**src/rtl/rtc_pkg.sv**
```systemverilog
package rtc_pkg;
  localparam int BYTE_W = 8;

  typedef struct packed {
    logic       halt;
    logic [6:0] sec;
    logic [6:0] min;
    logic [6:0] hr;    // bit 6 mode, bit 5 PM or tens, bits 4:0 digits
    logic [2:0] wday;
    logic [5:0] date;
    logic [4:0] mon;
    logic [7:0] yr;
  } cal_t;

  // Two-digit packed BCD increment, no range wrap
  function automatic logic [7:0] bcd_inc(input logic [7:0] v);
    if (v[3:0] == 4'd9) return {v[7:4] + 4'd1, 4'd0};
    else                return {v[7:4], v[3:0] + 4'd1};
  endfunction

  // Last day of a month as packed BCD
  function automatic logic [5:0] month_end(input logic [4:0] mon, input logic leap);
    case (mon)
      5'h02:                      return leap ? 6'h29 : 6'h28;
      5'h04, 5'h06, 5'h09, 5'h11: return 6'h30;
      default:                    return 6'h31;
    endcase
  endfunction
endpackage

```
**src/rtl/rtc_timekeep.sv**
```systemverilog
module rtc_timekeep
  import rtc_pkg::*;
(
  input  logic       clk,
  input  logic       rst_n,
  input  logic       pps,
  input  logic       we,
  input  logic [2:0] idx,
  input  logic [7:0] wdata,
  output cal_t       tq
);
  cal_t       nxt;
  logic       c_min, c_hr, c_day, c_mon, c_yr, leap, step;
  logic [7:0] s_inc, m_inc, h_inc, d_inc, mo_inc, y_inc;

  assign step  = pps && !tq.halt && !we;
  // BCD year mod 4 equals (2*tens + units) mod 4
  assign leap  = (2'({tq.yr[4], 1'b0}) + tq.yr[1:0]) == 2'b00;
  assign s_inc  = bcd_inc({1'b0, tq.sec});
  assign m_inc  = bcd_inc({1'b0, tq.min});
  assign h_inc  = bcd_inc({2'b00, tq.hr[6] ? {1'b0, tq.hr[4:0]} : tq.hr[5:0]});
  assign d_inc  = bcd_inc({2'b00, tq.date});
  assign mo_inc = bcd_inc({3'b000, tq.mon});
  assign y_inc  = bcd_inc(tq.yr);

  always_comb begin
    nxt   = tq;
    c_min = 1'b0; c_hr = 1'b0; c_day = 1'b0; c_mon = 1'b0; c_yr = 1'b0;
    if (tq.sec == 7'h59) begin nxt.sec = 7'h00; c_min = 1'b1; end
    else nxt.sec = s_inc[6:0];
    if (c_min) begin
      if (tq.min == 7'h59) begin nxt.min = 7'h00; c_hr = 1'b1; end
      else nxt.min = m_inc[6:0];
    end
    if (c_hr) begin
      if (tq.hr[6]) begin
        if (tq.hr[4:0] == 5'h11) begin
          nxt.hr = {1'b1, ~tq.hr[5], 5'h12};
          c_day  = tq.hr[5];
        end else if (tq.hr[4:0] == 5'h12) nxt.hr = {1'b1, tq.hr[5], 5'h01};
        else nxt.hr = {1'b1, tq.hr[5], h_inc[4:0]};
      end else if (tq.hr[5:0] == 6'h23) begin
        nxt.hr = 7'h00; c_day = 1'b1;
      end else nxt.hr = {1'b0, h_inc[5:0]};
    end
    if (c_day) begin
      nxt.wday = (tq.wday == 3'd7) ? 3'd1 : tq.wday + 3'd1;
      if (tq.date == month_end(tq.mon, leap)) begin nxt.date = 6'h01; c_mon = 1'b1; end
      else nxt.date = d_inc[5:0];
    end
    if (c_mon) begin
      if (tq.mon == 5'h12) begin nxt.mon = 5'h01; c_yr = 1'b1; end
      else nxt.mon = mo_inc[4:0];
    end
    if (c_yr) nxt.yr = (tq.yr == 8'h99) ? 8'h00 : y_inc;
  end

  always_ff @(posedge clk) begin
    if (!rst_n) begin
      tq <= '{halt: 1'b0, sec: 7'h00, min: 7'h00, hr: 7'h00,
              wday: 3'd1, date: 6'h01, mon: 5'h01, yr: 8'h00};
    end else if (we) begin
      case (idx)
        3'd0: begin tq.halt <= wdata[7]; tq.sec <= wdata[6:0]; end
        3'd1: tq.min  <= wdata[6:0];
        3'd2: tq.hr   <= wdata[6:0];
        3'd3: tq.wday <= wdata[2:0];
        3'd4: tq.date <= wdata[5:0];
        3'd5: tq.mon  <= wdata[4:0];
        3'd6: tq.yr   <= wdata;
        default: ;
      endcase
    end else if (step) begin
      tq <= nxt;
    end
  end
endmodule

```
**src/rtl/rtc_sqw_gen.sv**
```systemverilog
module rtc_sqw_gen #(
  parameter int OSC_HZ = 32768
) (
  input  logic       clk,
  input  logic       rst_n,
  input  logic       osc_lvl,
  input  logic       clr,
  input  logic       en,
  input  logic       static_lvl,
  input  logic [1:0] rate,
  output logic       sqw
);
  localparam int DIV_W    = $clog2(OSC_HZ);
  localparam int TAP_SLOW = DIV_W - 1;
  localparam int TAP_4K   = 2;
  localparam int TAP_8K   = 1;

  logic [DIV_W-1:0] div_q;
  logic             osc_prev, wave;

  always_ff @(posedge clk) begin
    if (!rst_n) begin
      div_q    <= '0;
      osc_prev <= 1'b0;
    end else begin
      osc_prev <= osc_lvl;
      if (clr)                       div_q <= '0;
      else if (osc_lvl && !osc_prev) div_q <= div_q + 1'b1;
    end
  end

  always_comb begin
    case (rate)
      2'b00:   wave = div_q[TAP_SLOW];
      2'b01:   wave = div_q[TAP_4K];
      2'b10:   wave = div_q[TAP_8K];
      default: wave = osc_lvl;
    endcase
  end

  assign sqw = en ? wave : static_lvl;
endmodule

```
**src/rtl/rtc_gp_ram.sv**
```systemverilog
module rtc_gp_ram #(
  parameter int ADDR_W = 6,
  parameter int BASE   = 8
) (
  input  logic              clk,
  input  logic              we,
  input  logic [ADDR_W-1:0] addr,
  input  logic [7:0]        wdata,
  output logic [7:0]        rdata
);
  localparam int DEPTH = (1 << ADDR_W) - BASE;

  logic [7:0]        mem [DEPTH];
  logic [ADDR_W-1:0] slot;

  assign slot  = addr - ADDR_W'(BASE);
  assign rdata = mem[slot];

  always_ff @(posedge clk) begin
    if (we) mem[slot] <= wdata;
  end
endmodule

```
**src/rtl/rtc_bcd_core.sv**
```systemverilog
module rtc_bcd_core
  import rtc_pkg::*;
#(
  parameter int ADDR_W = 6,
  parameter int OSC_HZ = 32768
) (
  input  logic              clk,
  input  logic              rst_n,
  input  logic              pps,
  input  logic              osc32_lvl,
  input  logic              wr_en,
  input  logic [ADDR_W-1:0] addr,
  input  logic [7:0]        wr_data,
  output logic [7:0]        rd_data,
  output logic              sqw_out
);
  localparam int CAL_REGS = 7;
  localparam int CTRL_IDX = 7;
  localparam int RAM_BASE = 8;

  cal_t       tq;
  logic       time_we, ctrl_we, ram_we;
  logic       out_lvl_q, wave_en_q;
  logic [1:0] rate_q;
  logic [7:0] ram_rd;

  assign time_we = wr_en && (addr <  ADDR_W'(CAL_REGS));
  assign ctrl_we = wr_en && (addr == ADDR_W'(CTRL_IDX));
  assign ram_we  = wr_en && (addr >= ADDR_W'(RAM_BASE));

  always_ff @(posedge clk) begin
    if (!rst_n) begin
      out_lvl_q <= 1'b0;
      wave_en_q <= 1'b0;
      rate_q    <= 2'b00;
    end else if (ctrl_we) begin
      out_lvl_q <= wr_data[7];
      wave_en_q <= wr_data[4];
      rate_q    <= wr_data[1:0];
    end
  end

  rtc_timekeep u_time (
    .clk   (clk),
    .rst_n (rst_n),
    .pps   (pps),
    .we    (time_we),
    .idx   (addr[2:0]),
    .wdata (wr_data),
    .tq    (tq)
  );

  rtc_sqw_gen #(.OSC_HZ(OSC_HZ)) u_sqw (
    .clk        (clk),
    .rst_n      (rst_n),
    .osc_lvl    (osc32_lvl),
    .clr        (time_we && addr[2:0] == 3'd0),
    .en         (wave_en_q),
    .static_lvl (out_lvl_q),
    .rate       (rate_q),
    .sqw        (sqw_out)
  );

  rtc_gp_ram #(.ADDR_W(ADDR_W), .BASE(RAM_BASE)) u_ram (
    .clk   (clk),
    .we    (ram_we),
    .addr  (addr),
    .wdata (wr_data),
    .rdata (ram_rd)
  );

  always_comb begin
    case (addr)
      ADDR_W'(0): rd_data = {tq.halt, tq.sec};
      ADDR_W'(1): rd_data = {1'b0, tq.min};
      ADDR_W'(2): rd_data = {1'b0, tq.hr};
      ADDR_W'(3): rd_data = {5'b0, tq.wday};
      ADDR_W'(4): rd_data = {2'b0, tq.date};
      ADDR_W'(5): rd_data = {3'b0, tq.mon};
      ADDR_W'(6): rd_data = tq.yr;
      ADDR_W'(7): rd_data = {out_lvl_q, 2'b00, wave_en_q, 2'b00, rate_q};
      default:    rd_data = ram_rd;
    endcase
  end
endmodule

```
**config.mk**
```make
export PLATFORM = sky130hd
export DESIGN_NAME = rtc_bcd_core
export DESIGN_NICKNAME = d
export VERILOG_FILES = /design/src/rtl/rtc_pkg.sv /design/src/rtl/rtc_timekeep.sv /design/src/rtl/rtc_sqw_gen.sv /design/src/rtl/rtc_gp_ram.sv /design/src/rtl/rtc_bcd_core.sv
export SDC_FILE = /design/constraint.sdc
export NUM_CORES = 1
export LEC_CHECK = 0
export ABC_AREA = 1
export BUFFER_PORTS_ARGS = -buffer_cell sky130_fd_sc_hd__buf_2
export CORE_ASPECT_RATIO = 0.6
export CORE_UTILIZATION = 25
export DETAILED_ROUTE_END_ITERATION = 16
export GPL_TIMING_DRIVEN = 0
export PLACE_DENSITY = 0.41
export SYNTH_ARGS = -nofsm -noshare
export SYNTH_HDL_FRONTEND = slang
export SYNTH_SLANG_ARGS = --single-unit
```
**constraint.sdc**
```tcl
create_clock -name clk -period 3.75 [get_ports clk]
set_input_delay 0.375 -clock clk [delete_from_list [all_inputs] [get_ports clk]]
set_output_delay 0.375 -clock clk [all_outputs]
set_load 0.02 [all_outputs]
```
Word level (Yosys, flattened, before mapping)
Memories as Yosys holds them, arrays and structs flattened.
Index checks and enable logic that the tools add are counted.
Storage, ports and cells
  bits in registers: 64
  input bits: 19
  logic and storage cells: 174
  output and inout bits: 9
  memory bits (writable): 448
  memories kept: 1
Operators by class
  equality and inequality tests: 43
  $lt $le $gt $ge: 2
  bitwise operators: 2
  mux-type cells: 50
  add/sub/neg operators: 16
  reduce and logical (&&, ||, !) cells: 41
Memories
  u_ram.mem: depth 56, width 8, rd ports 1, clocked after Yosys merged registers in 0, write ports 1, line rtc_gp_ram.sv:13  | logic [7:0] mem [DEPTH];
Operators by type and width (count)
  $mux 7: 10
  $pmux 8 s8: 1
  $mux 44: 1
  $mux 43: 1
  $mux 6: 7
  $mux 8: 5
  $add 4x1->4 const B: 7
  $mux 5: 5
  $eq 4x4->1 const B: 6
  $eq 6x3->1 const B: 4
  $reduce_and 3->1: 7
  $eq 5x5->1 const B: 4
  $reduce_and 4->1: 5
  $add 15x1->15 const B: 1
  $mux 1: 15
  $reduce_bool 3->1: 5
  $eq 7x7->1 const B: 2
  $ne 2x1->1 const B: 7
  $eq 3x3->1 const B: 4
  $eq 6x2->1 const B: 2
  $pmux 6 s2: 1
  $reduce_bool 2->1: 6
  $eq 5x3->1 const B: 2
  $add 3x1->3 const B: 3
  29 further kinds: 43

Logic depth before layout (Yosys ltp)
  depth in word-level cells: 12
  mapped depth: 15

By module
A second synthesis with hierarchy kept.
Second synthesis, totals
  cells, all modules: 2569
  area, all modules: 23856.6 um^2
By module, submodules not included
  rtc_gp_ram: cells each 1833, sequential area each 13452.9 um^2, area each 19202.2 um^2, times used 1
  rtc_timekeep: cells each 461, sequential area each 880.8 um^2, area each 3011.6 um^2, times used 1
  rtc_sqw_gen: cells each 125, sequential area each 320.3 um^2, area each 844.6 um^2, times used 1
  rtc_bcd_core: cells each 150, sequential area each 80.1 um^2, area each 798.3 um^2, times used 1

Least setup slack after synthesis
Ideal clock, no wire load.
  path kind: input to register
  start point: input addr[3]
  end point: memory u_ram.mem[16][0] (enable)
  slack: 1.014 ns
  stages: 10
  arrival: 2.366 ns
  buffers on the path: 2
  path through: buf_2 -> inv_2 -> clkbuf_1 -> ha_1 -> or2_2 -> nand2_1 -> inv_1 -> nor2_1 -> nand2_1 -> nor2_1
On the way
  cells in the longest elaborated chain, start to end: 4
  elaborated cells on any way between the ends: 5
  classes of those cells: 1 x add/sub; 1 x order compare; 2 x mux; 1 x reduce/logical
RTL lines
  start: declaration: line rtc_bcd_core.sv:12  | input logic [ADDR_W-1:0] addr,
  $ge 6x4->1: line rtc_bcd_core.sv:29  | assign ram_we = wr_en && (addr >= ADDR_W'(RAM_BASE));
  $logic_and 1x1->1: line rtc_bcd_core.sv:29
  $mux 1: line rtc_gp_ram.sv:20  | if (we) mem[slot] <= wdata;
  $mux 1 (not written as such): line rtc_gp_ram.sv:20
  end: declaration: line rtc_gp_ram.sv:13
Several ways; a longest one is shown, not always the timed one.

Worst setup path after layout
  start point: input addr[2]
  end point: output rd_data[7]
On the way
  cells in the longest elaborated chain, start to end: 3
  elaborated cells on any way between the ends: 11
  classes of those cells: 1 x add/sub; 7 x eq/ne; 1 x mux; 1 x reduce/logical; 1 x memory
RTL lines
  $sub 6x4->6: line rtc_gp_ram.sv:16  | assign slot = addr - ADDR_W'(BASE);
  $mem_v2 56x8
  $pmux 8 s8 *: line rtc_bcd_core.sv:73  | case (addr)
  end: declaration: line rtc_bcd_core.sv:14  | output logic [7:0] rd_data,
Mark *: on every way between the ends. The rest lies on a longest branch, timed or not.

==> impl_metrics.yaml <==
status:
  status: "finished clean"
hold_path:
  min_path_type: "input pin to flip-flop"
  hold_depth: 4
  min_from: "wr_en"
logic_synthesis:
  ys_async_sr_fraction_pct: 0
  synth-adder-area-share_pct: 1.05
  yosysSeqAreaShare_pct: 68.7
  synthMuxAreaShare_pct: 0
  synth-simple-area-share_pct: 16.4
  avgSynthCellArea_um2: 11.3
  synth_area_leaders: "edfxtp_1, nand2_1, dfxtp_1"
  synth_edf_count: 448
  synth_cells: 1905
  synth_fp_nets: 1942
  synth_ff_type: "edfxtp_1"
  yosysWarnings: 0
  ys_seq_elements: 512
  netlist-cell-type-count: 43
  synth_top_cell_area_share_pct: 62.7
  synth_top_family_by_area: "simple AND/OR/NAND/NOR gates"
  synth_compound_area_share_pct: 9.52
  synthXorXnorAreaFrac_pct: 0.571
  synth_top_area_cell: "edfxtp_1"
  netlist_area_um2: 21500
setup_path:
  worstPathRequired_ns: 3.38
  crit_start: "addr[2]"
  worstPathArrival_ns: 3.35
  cp-end-kind: "output port"
  critPathKind: "input pin to output port"
  start_kind: "input pin"
  r2r_start: "u_time.tq[37]"
  rr_worst_depth: 11
  cp_max_fo: 10
clock_tree:
  clock_latency_ns: 0.63
  numCtsBuffers: 50
  path_clk_slew_ns: 0.07
  cts_root_buf: "clkbuf_16"
  cts_sinks: 512
  cts_buffer_depth: 3
  cts_tree: "yes"
  h-tree-depth: 2
power:
  p_int_w: 0.00923
  finalPower_w: 0.0123
  power_leakage_nw: 8.49
  irDropWorstVdd_mv: 0.335
  power_frac_comb_pct: 7.3
  pwr-share-clk_pct: 41.7
  switching_share_pct: 24.9
  p_sw_w: 0.00306
  powerDensity_nw_per_um2: 499
  p_seq_share_pct: 50.9
die:
  boundaryPins: 28
  dieWidth_um: 380
  num_rows: 82
  die_h_um: 229
  start_util_pct: 25.5
  core_area_um2: 84200
  die_area_um2: 87100
sta:
  slew_headroom_pct: 5.59
  finClkSkew_ns: 0.0232
  worstMarginPinSlew_ns: 1.42
  setup_viol: 0
  timing.final.hold_violations: 0
  min_period_over_period_pct: 99.5
  fmax_mhz: 268
  timing.hold.ws_ns: 0.196
  maxSlewViolCount: 0
  finalSetupTns_ns: 0
  period_minus_slack_ns: 3.73
placed_design:
  io_buffers: 24
  detailed_place_hpwl_um: 57100
  place_congestion: 0.934
grt:
  first_global_vias: 14526
  track_usage_pct: 18.5
  grt_pass1_wl_um: 113000
  overflow: 0
  grt_max_degree: 60
  antenna_found_initial: 2
route:
  via_per_inst: 4.94
  wl_met3_um: 8600
  met1_length_um: 42100
  top_layer_used: "met4"
  firstDrtPassIters: 7
  wl_met2_um: 29400
  wl_um: 81800
  drc_errors: 0
  ant_nets: 0
  drt_first_iter_violations: 2065
  via_count: 15582
  post_drt_wl_per_cell_um: 25.9
finish:
  mostFrequentLayoutCell: "nand2_1"
  mostFrequentLayoutCells: "nand2_1, edfxtp_1, nor2_1, a22oi_1, inv_1"
  synthToLayoutAreaGrowth_pct: 14.8
  fin_util_pct: 29.2
  final_nets: 2018
  drive_gt1_share_pct: 8.08
run:
  drv_cap: 0
## power groups by stage
| stage | Sequential (W) | Clock, W | Combinational [W] |
|---|---|---|---|
| 2_1_floorplan | 0.00637 | 0 | 0.000398 |
| 3_3_place_gp | 0.00638 | 0 | 0.000873 |
| 3_5_place_dp | 0.00638 | 0 | 0.000877 |
| 4_1_cts | 0.00626 | 0.00521 | 0.000881 |
| 5_1_grt | 0.00626 | 0.00542 | 0.000949 |
| 6_report | 0.00626 | 0.00512 | 0.000901 |
## critical path: stages
cell and delay, ns:
buf_2 0.16, inv_1 0.16, buf_2 0.35, clkdlybuf4s15_1 0.81, nand4_1 0.46, nand3_1 0.19, nand2_1 0.06, nand2_1 0.05
nand3_1 0.12, nor2_1 0.30, nor2_1 0.13, buf_2 0.18
## what timing repair did
item                                    CTS  global route
gates cloned                              0             0
gates resized for setup                   2            18
hold endpoints to repair                  1             0
hold buffers                              1             0
setup buffers                             0             0
endpoints found under the setup margin    8             6
## state kept, by name, indices dropped and copies added (netlist names)
register / count
u_ram.mem: 448
u_time.tq: 44
u_sqw.osc_prev: 1
out_lvl_q: 1
wave_en_q: 1
u_sqw.div_q: 15
rate_q: 2
## final cells by class
type | count | area [um2]
flip-flops and latches | 512 | 14700
clock buffers | 60 | 1290
clock inverters | 29 | 304
multi-input cells | 1188 | 5910
well taps | 1134 | 1420
plain buffers | 75 | 360
inverters | 129 | 484
diodes | 1 | 2.50
repair buffers | 25 | 130
fillers | 8681 | 59600
## cells by family (layout without fill, tap and decap cells)
family	Yosys count	after routing
AO/OA/AOI/OAI	316	316
XOR/XNOR	14	14
adder cells (fa/ha/maj)	18	18
buffers and inverters	205	318
flip-flops	512	512
other	0	1
AND/OR/NAND/NOR	840	840
## per-stage QoR
step                cell area (um2)  std cells  worst slack [ns]
finish                        24600       3153            0.0201
global route                  24600       3153          -0.00247
CTS                           24600       3152            0.0310
detailed placement            23000       3063            -0.590
global placement              23000       3063            -0.582
floorplan                     21500       1905              1.01
## Yosys cell counts, types with 5 or more instances
cell	count
o221ai_1	6
clkbuf_1	33
dfxtp_1	64
inv_1	121
nand4_1	67
xnor2_1	6
nand2_1	483
o22ai_1	7
buf_2	33
buf_1	7
a21oi_1	54
a22oi_1	124
o21ai_0	71
edfxtp_1	448
inv_2	8
o31ai_1	5
o211ai_1	19
o21ai_1	7
xor2_1	8
nor2_2	11
nor2_1	175
ha_1	18
a211oi_1	6
nor3_1	15
a31oi_1	5
nand3_1	78
## metal layers
| metal | global-route usage, % | up-vias |
|---|---|---|
| li1 | - | 6973 |
| met1 | 29.9 | 7811 |
| met2 | 22.5 | 702 |
| met3 | 6.21 | 96 |
| met4 | 4.26 | 0 |
| met5 | 0 | - |
## final timing paths
| path | end | slack (ns) |
|---|---|---|
| worst max-delay path | rd_data[7] | 0.02 |
| worst max register to register | u_time.tq[4] | 0.85 |
| worst min register to register | u_sqw.div_q[12] | 0.49 |
| worst min-delay path | u_time.tq[19] | 0.20 |
No activity file was read; power rests on OpenSTA's default activity.
